<file path="config.mk">
export PLATFORM = sky130hd
export DESIGN_NAME = smp_rate_strobe_gen
export DESIGN_NICKNAME = d
export VERILOG_FILES = /design/src/rtl/srsg_pkg.sv /design/src/rtl/srsg_cfg_ctrl.sv /design/src/rtl/srsg_period_calc.sv /design/src/rtl/srsg_rate_ctr.sv /design/src/rtl/smp_rate_strobe_gen.sv
export SDC_FILE = /design/constraint.sdc
export NUM_CORES = 1
export LEC_CHECK = 0
export BUFFER_PORTS_ARGS = -buffer_cell sky130_fd_sc_hd__buf_4
export CORE_AREA = 2 2 94 96
export CTS_CLUSTER_SIZE = 24
export DETAILED_ROUTE_END_ITERATION = 16
export DIE_AREA = 0 0 96 98
export PLACE_DENSITY = 0.8
export SLEW_MARGIN = 5
export SYNTH_ARGS = -nofsm -noshare
export SYNTH_HDL_FRONTEND = slang
export SYNTH_SLANG_ARGS = --single-unit
export TNS_END_PERCENT = 1
</file>
<file path="constraint.sdc">
create_clock -name clk -period 8.3 [get_ports clk]
set_clock_uncertainty 0.05 [all_clocks]
set_input_delay 1.66 -clock clk [delete_from_list [all_inputs] [get_ports clk]]
set_output_delay 1.66 -clock clk [all_outputs]
set_load 0.01 [all_outputs]
</file>
<file path="src/rtl/srsg_pkg.sv">
package srsg_pkg;

    typedef enum logic [1:0] {
        ST_OFF      = 2'd0,
        ST_RUN_ALL  = 2'd1,
        ST_RUN_PLAY = 2'd2,
        ST_HALT     = 2'd3
    } srsg_state_t;

    localparam logic [1:0] ADDR_Q     = 2'd0;
    localparam logic [1:0] ADDR_PLAY  = 2'd1;
    localparam logic [1:0] ADDR_REC   = 2'd2;
    localparam logic [1:0] ADDR_EN    = 2'd3;

    localparam int NPATH     = 3;
    localparam int PATH_FS   = 0;
    localparam int PATH_PLAY = 1;
    localparam int PATH_REC  = 2;

    // Twice the divide ratio selected by a 3-bit code, so that half steps are integers.
    function automatic int ratio_x2(input logic [2:0] code);
        int r;
        unique case (code)
            3'b000:  r = 2;
            3'b001:  r = 3;
            3'b010:  r = 4;
            3'b011:  r = 6;
            3'b100:  r = 8;
            3'b101:  r = 10;
            3'b110:  r = 11;
            3'b111:  r = 12;
            default: r = 2;
        endcase
        return r;
    endfunction

    // Codes whose ratio has a half step.
    function automatic logic is_half_ratio(input logic [2:0] code);
        return (code == 3'b001) || (code == 3'b110);
    endfunction

endpackage

</file>
<file path="src/rtl/srsg_cfg_ctrl.sv">
module srsg_cfg_ctrl
    import srsg_pkg::*;
#(
    parameter int Q_W   = 5,
    parameter int Q_MIN = 2,
    parameter int Q_MAX = 17
) (
    input  logic           clk,
    input  logic           rst,
    input  logic           cfg_we,
    input  logic [1:0]     cfg_addr,
    input  logic [Q_W-1:0] cfg_wdata,
    output logic [Q_W-1:0] q_o,
    output logic [2:0]     play_code_o,
    output logic [2:0]     rec_code_o,
    output logic           en_o,
    output logic           q_bad_o,
    output logic           run_fs_o,
    output logic           run_play_o,
    output logic           run_rec_o,
    output logic           err_o
);

    logic [Q_W-1:0] q_r, q_nx;
    logic [2:0]     pc_r, pc_nx;
    logic [2:0]     rc_r, rc_nx;
    logic           en_r, en_nx;
    logic           q_ok_nx;
    logic           rec_ok_nx;
    srsg_state_t    state_r, state_nx;

    // Configuration as it stands after this cycle's write.
    always_comb begin
        q_nx  = q_r;
        pc_nx = pc_r;
        rc_nx = rc_r;
        en_nx = en_r;
        if (cfg_we) begin
            unique case (cfg_addr)
                ADDR_Q:    q_nx  = cfg_wdata;
                ADDR_PLAY: pc_nx = cfg_wdata[2:0];
                ADDR_REC:  rc_nx = cfg_wdata[2:0];
                ADDR_EN:   en_nx = cfg_wdata[0];
                default:   q_nx  = q_r;
            endcase
        end
    end

    always_comb begin
        q_ok_nx   = (int'(q_nx) >= Q_MIN) && (int'(q_nx) <= Q_MAX);
        rec_ok_nx = !(q_nx[0] && is_half_ratio(rc_nx));
    end

    // Next state: disable / range fault / record fault / arm.
    always_comb begin
        if (!en_nx) begin
            state_nx = ST_OFF;
        end else if (!q_ok_nx) begin
            state_nx = ST_HALT;
        end else if (!rec_ok_nx) begin
            state_nx = ST_RUN_PLAY;
        end else begin
            state_nx = ST_RUN_ALL;
        end
    end

    // State and configuration registers.
    always_ff @(posedge clk) begin
        if (rst) begin
            state_r <= ST_OFF;
            q_r     <= Q_W'(Q_MIN);
            pc_r    <= 3'b000;
            rc_r    <= 3'b000;
            en_r    <= 1'b0;
        end else begin
            state_r <= state_nx;
            q_r     <= q_nx;
            pc_r    <= pc_nx;
            rc_r    <= rc_nx;
            en_r    <= en_nx;
        end
    end

    // Outputs decoded from the state.
    always_comb begin
        run_fs_o   = 1'b0;
        run_play_o = 1'b0;
        run_rec_o  = 1'b0;
        err_o      = 1'b0;
        unique case (state_r)
            ST_OFF: begin
                err_o = 1'b0;
            end
            ST_RUN_ALL: begin
                run_fs_o   = 1'b1;
                run_play_o = 1'b1;
                run_rec_o  = 1'b1;
            end
            ST_RUN_PLAY: begin
                run_fs_o   = 1'b1;
                run_play_o = 1'b1;
                err_o      = 1'b1;
            end
            ST_HALT: begin
                err_o = 1'b1;
            end
            default: begin
                err_o = 1'b1;
            end
        endcase
    end

    assign q_o         = q_r;
    assign play_code_o = pc_r;
    assign rec_code_o  = rc_r;
    assign en_o        = en_r;
    assign q_bad_o     = (int'(q_r) < Q_MIN) || (int'(q_r) > Q_MAX);

endmodule

</file>
<file path="src/rtl/srsg_period_calc.sv">
module srsg_period_calc
    import srsg_pkg::*;
#(
    parameter int Q_W       = 5,
    parameter int FRAME_DIV = 128,
    parameter int CNT_W     = 14
) (
    input  logic [Q_W-1:0]   q_i,
    input  logic [2:0]       code_i,
    output logic [CNT_W-1:0] period_o
);

    localparam int HALF_DIV = FRAME_DIV / 2;

    // Full period in master-clock cycles: (FRAME_DIV/2) * Q * (2N).
    always_comb begin
        period_o = CNT_W'(HALF_DIV * int'(q_i) * ratio_x2(code_i));
    end

endmodule

</file>
<file path="src/rtl/srsg_rate_ctr.sv">
module srsg_rate_ctr #(
    parameter int CNT_W = 14
) (
    input  logic             clk,
    input  logic             rst,
    input  logic             clr_i,
    input  logic             run_i,
    input  logic [CNT_W-1:0] period_i,
    output logic             stb_o
);

    logic [CNT_W-1:0] cnt_r;
    logic             wrap;

    assign wrap = (cnt_r == (period_i - 1'b1));

    always_ff @(posedge clk) begin
        if (rst || clr_i || !run_i) begin
            cnt_r <= '0;
            stb_o <= 1'b0;
        end else if (wrap) begin
            cnt_r <= '0;
            stb_o <= 1'b1;
        end else begin
            cnt_r <= cnt_r + 1'b1;
            stb_o <= 1'b0;
        end
    end

endmodule

</file>
<file path="src/rtl/smp_rate_strobe_gen.sv">
module smp_rate_strobe_gen
    import srsg_pkg::*;
#(
    parameter int Q_W       = 5,
    parameter int Q_MIN     = 2,
    parameter int Q_MAX     = 17,
    parameter int FRAME_DIV = 128
) (
    input  logic           clk,
    input  logic           rst,
    input  logic           cfg_we,
    input  logic [1:0]     cfg_addr,
    input  logic [Q_W-1:0] cfg_wdata,
    output logic           fs_stb_o,
    output logic           play_stb_o,
    output logic           rec_stb_o,
    output logic           cfg_err_o
);

    localparam int PERIOD_MAX = FRAME_DIV * Q_MAX * 6;
    localparam int CNT_W      = $clog2(PERIOD_MAX + 1);

    logic [Q_W-1:0]   q_w;
    logic [2:0]       pcode_w;
    logic [2:0]       rcode_w;
    logic             en_w;
    logic             q_bad_w;
    logic             run_fs_w, run_play_w, run_rec_w;

    logic [2:0]       code_a   [NPATH];
    logic             run_a    [NPATH];
    logic [CNT_W-1:0] period_a [NPATH];
    logic             stb_a    [NPATH];

    srsg_cfg_ctrl #(
        .Q_W   (Q_W),
        .Q_MIN (Q_MIN),
        .Q_MAX (Q_MAX)
    ) u_ctrl (
        .clk         (clk),
        .rst         (rst),
        .cfg_we      (cfg_we),
        .cfg_addr    (cfg_addr),
        .cfg_wdata   (cfg_wdata),
        .q_o         (q_w),
        .play_code_o (pcode_w),
        .rec_code_o  (rcode_w),
        .en_o        (en_w),
        .q_bad_o     (q_bad_w),
        .run_fs_o    (run_fs_w),
        .run_play_o  (run_play_w),
        .run_rec_o   (run_rec_w),
        .err_o       (cfg_err_o)
    );

    // The reference path is a path with unity ratio.
    always_comb begin
        code_a[PATH_FS]   = 3'b000;
        code_a[PATH_PLAY] = pcode_w;
        code_a[PATH_REC]  = rcode_w;
        run_a[PATH_FS]    = run_fs_w;
        run_a[PATH_PLAY]  = run_play_w;
        run_a[PATH_REC]   = run_rec_w;
    end

    for (genvar p = 0; p < NPATH; p++) begin : g_path
        srsg_period_calc #(
            .Q_W       (Q_W),
            .FRAME_DIV (FRAME_DIV),
            .CNT_W     (CNT_W)
        ) u_per (
            .q_i      (q_w),
            .code_i   (code_a[p]),
            .period_o (period_a[p])
        );

        srsg_rate_ctr #(
            .CNT_W (CNT_W)
        ) u_ctr (
            .clk      (clk),
            .rst      (rst),
            .clr_i    (cfg_we),
            .run_i    (run_a[p]),
            .period_i (period_a[p]),
            .stb_o    (stb_a[p])
        );
    end

    assign fs_stb_o   = stb_a[PATH_FS];
    assign play_stb_o = stb_a[PATH_PLAY];
    assign rec_stb_o  = stb_a[PATH_REC];

endmodule

</file>
==> results.py <==
metrics = {
    "cts": {
        "cts_num_sinks": 67,
        "htree_levels": 3,
        "clkLatencyLatePin_ns": 0.35,
        "post_cts_buffers": 0,
        "root_buffer": "clkbuf_8",
        "cts_tree": "built",
        "cts.clk_slew.worst_paths_ns": 0.08,
        "cts_resized": 0,
        "clockBufferDepth": 2,
        "cts_buffers": 9,
        "cts_hold_buffers": 0,
    },
    "finish": {
        "synthToLayoutAreaGrowth_pct": 8.003,
        "utilization_pct": 57.24,
        "layout_commonest_cell": "nor2_1",
        "layout_common_cells": "74 x nor2_1, 67 x dfxtp_1, 47 x ha_1, 43 x nand2_1, 42 x xnor2_1",
        "n_antenna_cell": 0,
        "layout-drive-gt1-share_pct": 7.505,
        "nets": 597,
        "final_cells": 641,
    },
    "placement": {
        "numPortBuffers": 13,
        "placed_cells": 625,
        "place.gp.congestion": 0.7905,
        "place_hpwl_um": 6509,
    },
    "synth": {
        "synth-seq-cells": 67,
        "ys_types": 49,
        "synth_top_area_share_pct": 29.89,
        "synth.avg_cell_area_sq_um": 8.695,
        "synth_top_area_cell": "dfxtp_1",
        "synth_edf_count": 0,
        "yosysSeqAreaShare_pct": 29.89,
        "syn_nets": 585,
        "yosysWarnings": 0,
        "synthCells": 516,
        "synthTopCellsByArea": "dfxtp_1 30%, ha_1 13%, xnor2_1 8.2%",
        "async_reset_ff_share_pct": 0,
        "synth.cell_area_sq_um": 4487,
        "synth_flop_cell": "dfxtp_1",
    },
    "power_and_ir_drop": {
        "swShare_pct": 28.18,
        "p_per_area_nw_per_um2": 133.8,
        "seqPwrFrac_pct": 51.1,
        "p_sw_w": 0.0001828,
        "irDropWorstVdd_uv": 109.7,
        "p_int_w": 0.0004658,
        "clkPwrFrac_pct": 38.1,
        "p_leak_nw": 2.086,
        "finalPower_w": 0.0006486,
        "combPwrFrac_pct": 10.7,
    },
    "setup_path": {
        "start_kind": "flop",
        "path_class": "reg2reg",
        "cp.arrival_ns": 4.77,
        "worstReg2RegEnd": "g_path[2].u_ctr.cnt_r[3]$_SDFF_PP0_",
        "reg2regPathDepth": 13,
        "end_kind": "flop",
        "critPathRequiredTime_ns": 8.45,
        "r2r_start": "u_ctrl.q_o[3]$_SDFF_PP0_",
        "path_max_fanout": 13,
        "rrSetupSlack_ns": 3.68,
    },
    "timing": {
        "period_share_pct": 55.66,
        "maxSlewViolCount": 0,
        "setup-violations-final": 0,
        "fin_crit_ns": 4.620,
        "setup_tns_ns": 0,
        "worstMarginPinSlew_ns": 1.023,
        "fmax_ghz": 0.2164,
        "maxSlewHeadroom_pct": 31.07,
        "hold_violations": 0,
        "rsz0062_at_grt": "no",
    },
    "min_path": {
        "min_path_cells": 1,
        "hold_class": "reg2reg",
        "holdPathEnd": "g_path[0].u_ctr.cnt_r[0]$_SDFF_PP0_",
        "hp-start": "g_path[0].u_ctr.cnt_r[0]$_SDFF_PP0_",
    },
    "floorplanning": {
        "die_area_sq_um": 9408,
        "chipWidth_um": 96,
        "rows": 34,
        "fp.coreArea_sq_um": 8466,
        "start_util_pct": 53.00,
        "ios": 14,
        "die_y_um": 98,
    },
    "route": {
        "via_per_inst": 5.268,
        "drtIter0Drc": 132,
        "post_drt_wl_per_cell_um": 13.19,
        "ant_nets": 0,
        "vias": 3377,
        "dr.pass1.iters": 4,
        "drt-total-wl_um": 8457,
        "drc": 0,
    },
    "global_route": {
        "track_usage_pct": 19.51,
        "grt_pass1_wl_um": 14860,
        "antenna_found_initial": 0,
        "gr-total-overflow": 0,
        "grt_start_max_net_pins": 23,
        "grt_pass1_vias": 3439,
    },
    "job": {
        "cap_violations": 0,
    },
    "outcome": {
        "status": "finished, final reports clean",
    },
}
-- cells in the mapped netlist, types with 10 or more instances --
library cell / number
mux2i_1: 14
ha_1: 47
inv_1: 39
fa_1: 12
and3_1: 10
nor3_1: 21
xnor2_1: 42
nor2_1: 74
and2_1: 27
nand2_1: 43
nand3_1: 15
dfxtp_1: 67
xor2_1: 30
-- layout make-up --
cell class / count / area [sq um]
flip-flops and latches: 67 / 1341
repair buffers: 13 / 97.59
fillers: 719 / 3620
well taps: 108 / 135.1
multi-input cells: 398 / 2950
inverters: 39 / 146.4
clock inverters: 7 / 51.30
clock buffers: 9 / 123.9
-- through the flow --
step                      cell area (sq um)  worst slack, ns  hold slack, ns
after floorplan                        4487            4.248          0.3679
after global placement                 4671            3.882          0.3790
after detailed placement               4671            3.706          0.4059
after CTS                              4846            3.675          0.4270
after global routing                   4846            3.390          0.4494
final                                  4846            3.680          0.4247
-- power by group through the flow --
stage	clock [W]	combinational [W]	sequential (W)
after floorplan	0	0.0000548	0.000336
after global placement	0	0.0000658	0.000339
after detailed placement	0	0.0000691	0.000339
after CTS	0.000251	0.0000695	0.000332
after global routing	0.000262	0.0000783	0.000332
final	0.000247	0.0000696	0.000332
-- cells by family after synthesis --
| family | synth area share, % |
|---|---|
| buffers and inverters | 4.350 |
| AO/OA/AOI/OAI | 4.545 |
| adder cells (fa/ha/maj) | 18.68 |
| flip-flops | 29.89 |
| multiplexers | 3.625 |
| AND/OR/NAND/NOR | 23.84 |
| XOR/XNOR | 15.06 |
-- critical path: stages (launching register included) --
cell	delay, ns
dfxtp_1	0.45
and2_1	0.21
ha_1	0.26
inv_1	0.05
fa_1	0.53
inv_1	0.06
fa_1	0.49
ha_1	0.37
and3_4	0.18
or3_4	0.37
a221oi_2	0.28
xnor2_1	0.12
o41ai_2	0.93
nor2_1	0.13
-- worst max path at each step --
stage | depth (start not counted) | from | to
after floorplan | 15 | u_ctrl.q_o[2]$_SDFF_PP0_ | g_path[2].u_ctr.cnt_r[1]$_SDFF_PP0_
after global placement | 13 | u_ctrl.q_o[3]$_SDFF_PP0_ | g_path[2].u_ctr.cnt_r[3]$_SDFF_PP0_
after detailed placement | 13 | u_ctrl.q_o[3]$_SDFF_PP0_ | g_path[2].u_ctr.cnt_r[3]$_SDFF_PP0_
after CTS | 13 | u_ctrl.q_o[3]$_SDFF_PP0_ | g_path[2].u_ctr.cnt_r[3]$_SDFF_PP0_
after global routing | 14 | u_ctrl.q_o[2]$_SDFF_PP0_ | g_path[2].u_ctr.cnt_r[7]$_SDFF_PP0_
final | 13 | u_ctrl.q_o[3]$_SDFF_PP0_ | g_path[2].u_ctr.cnt_r[3]$_SDFF_PP0_
-- per-layer routing --
| layer | global-route usage, % | wire [um] |
|---|---|---|
| met1 | 23.67 | 3840 |
| met2 | 33.97 | 4233 |
| met3 | 3.241 | 206 |
| met4 | 7.473 | 177 |
| met5 | 0 | 0 |
No activity file was read; power rests on OpenSTA's default activity.
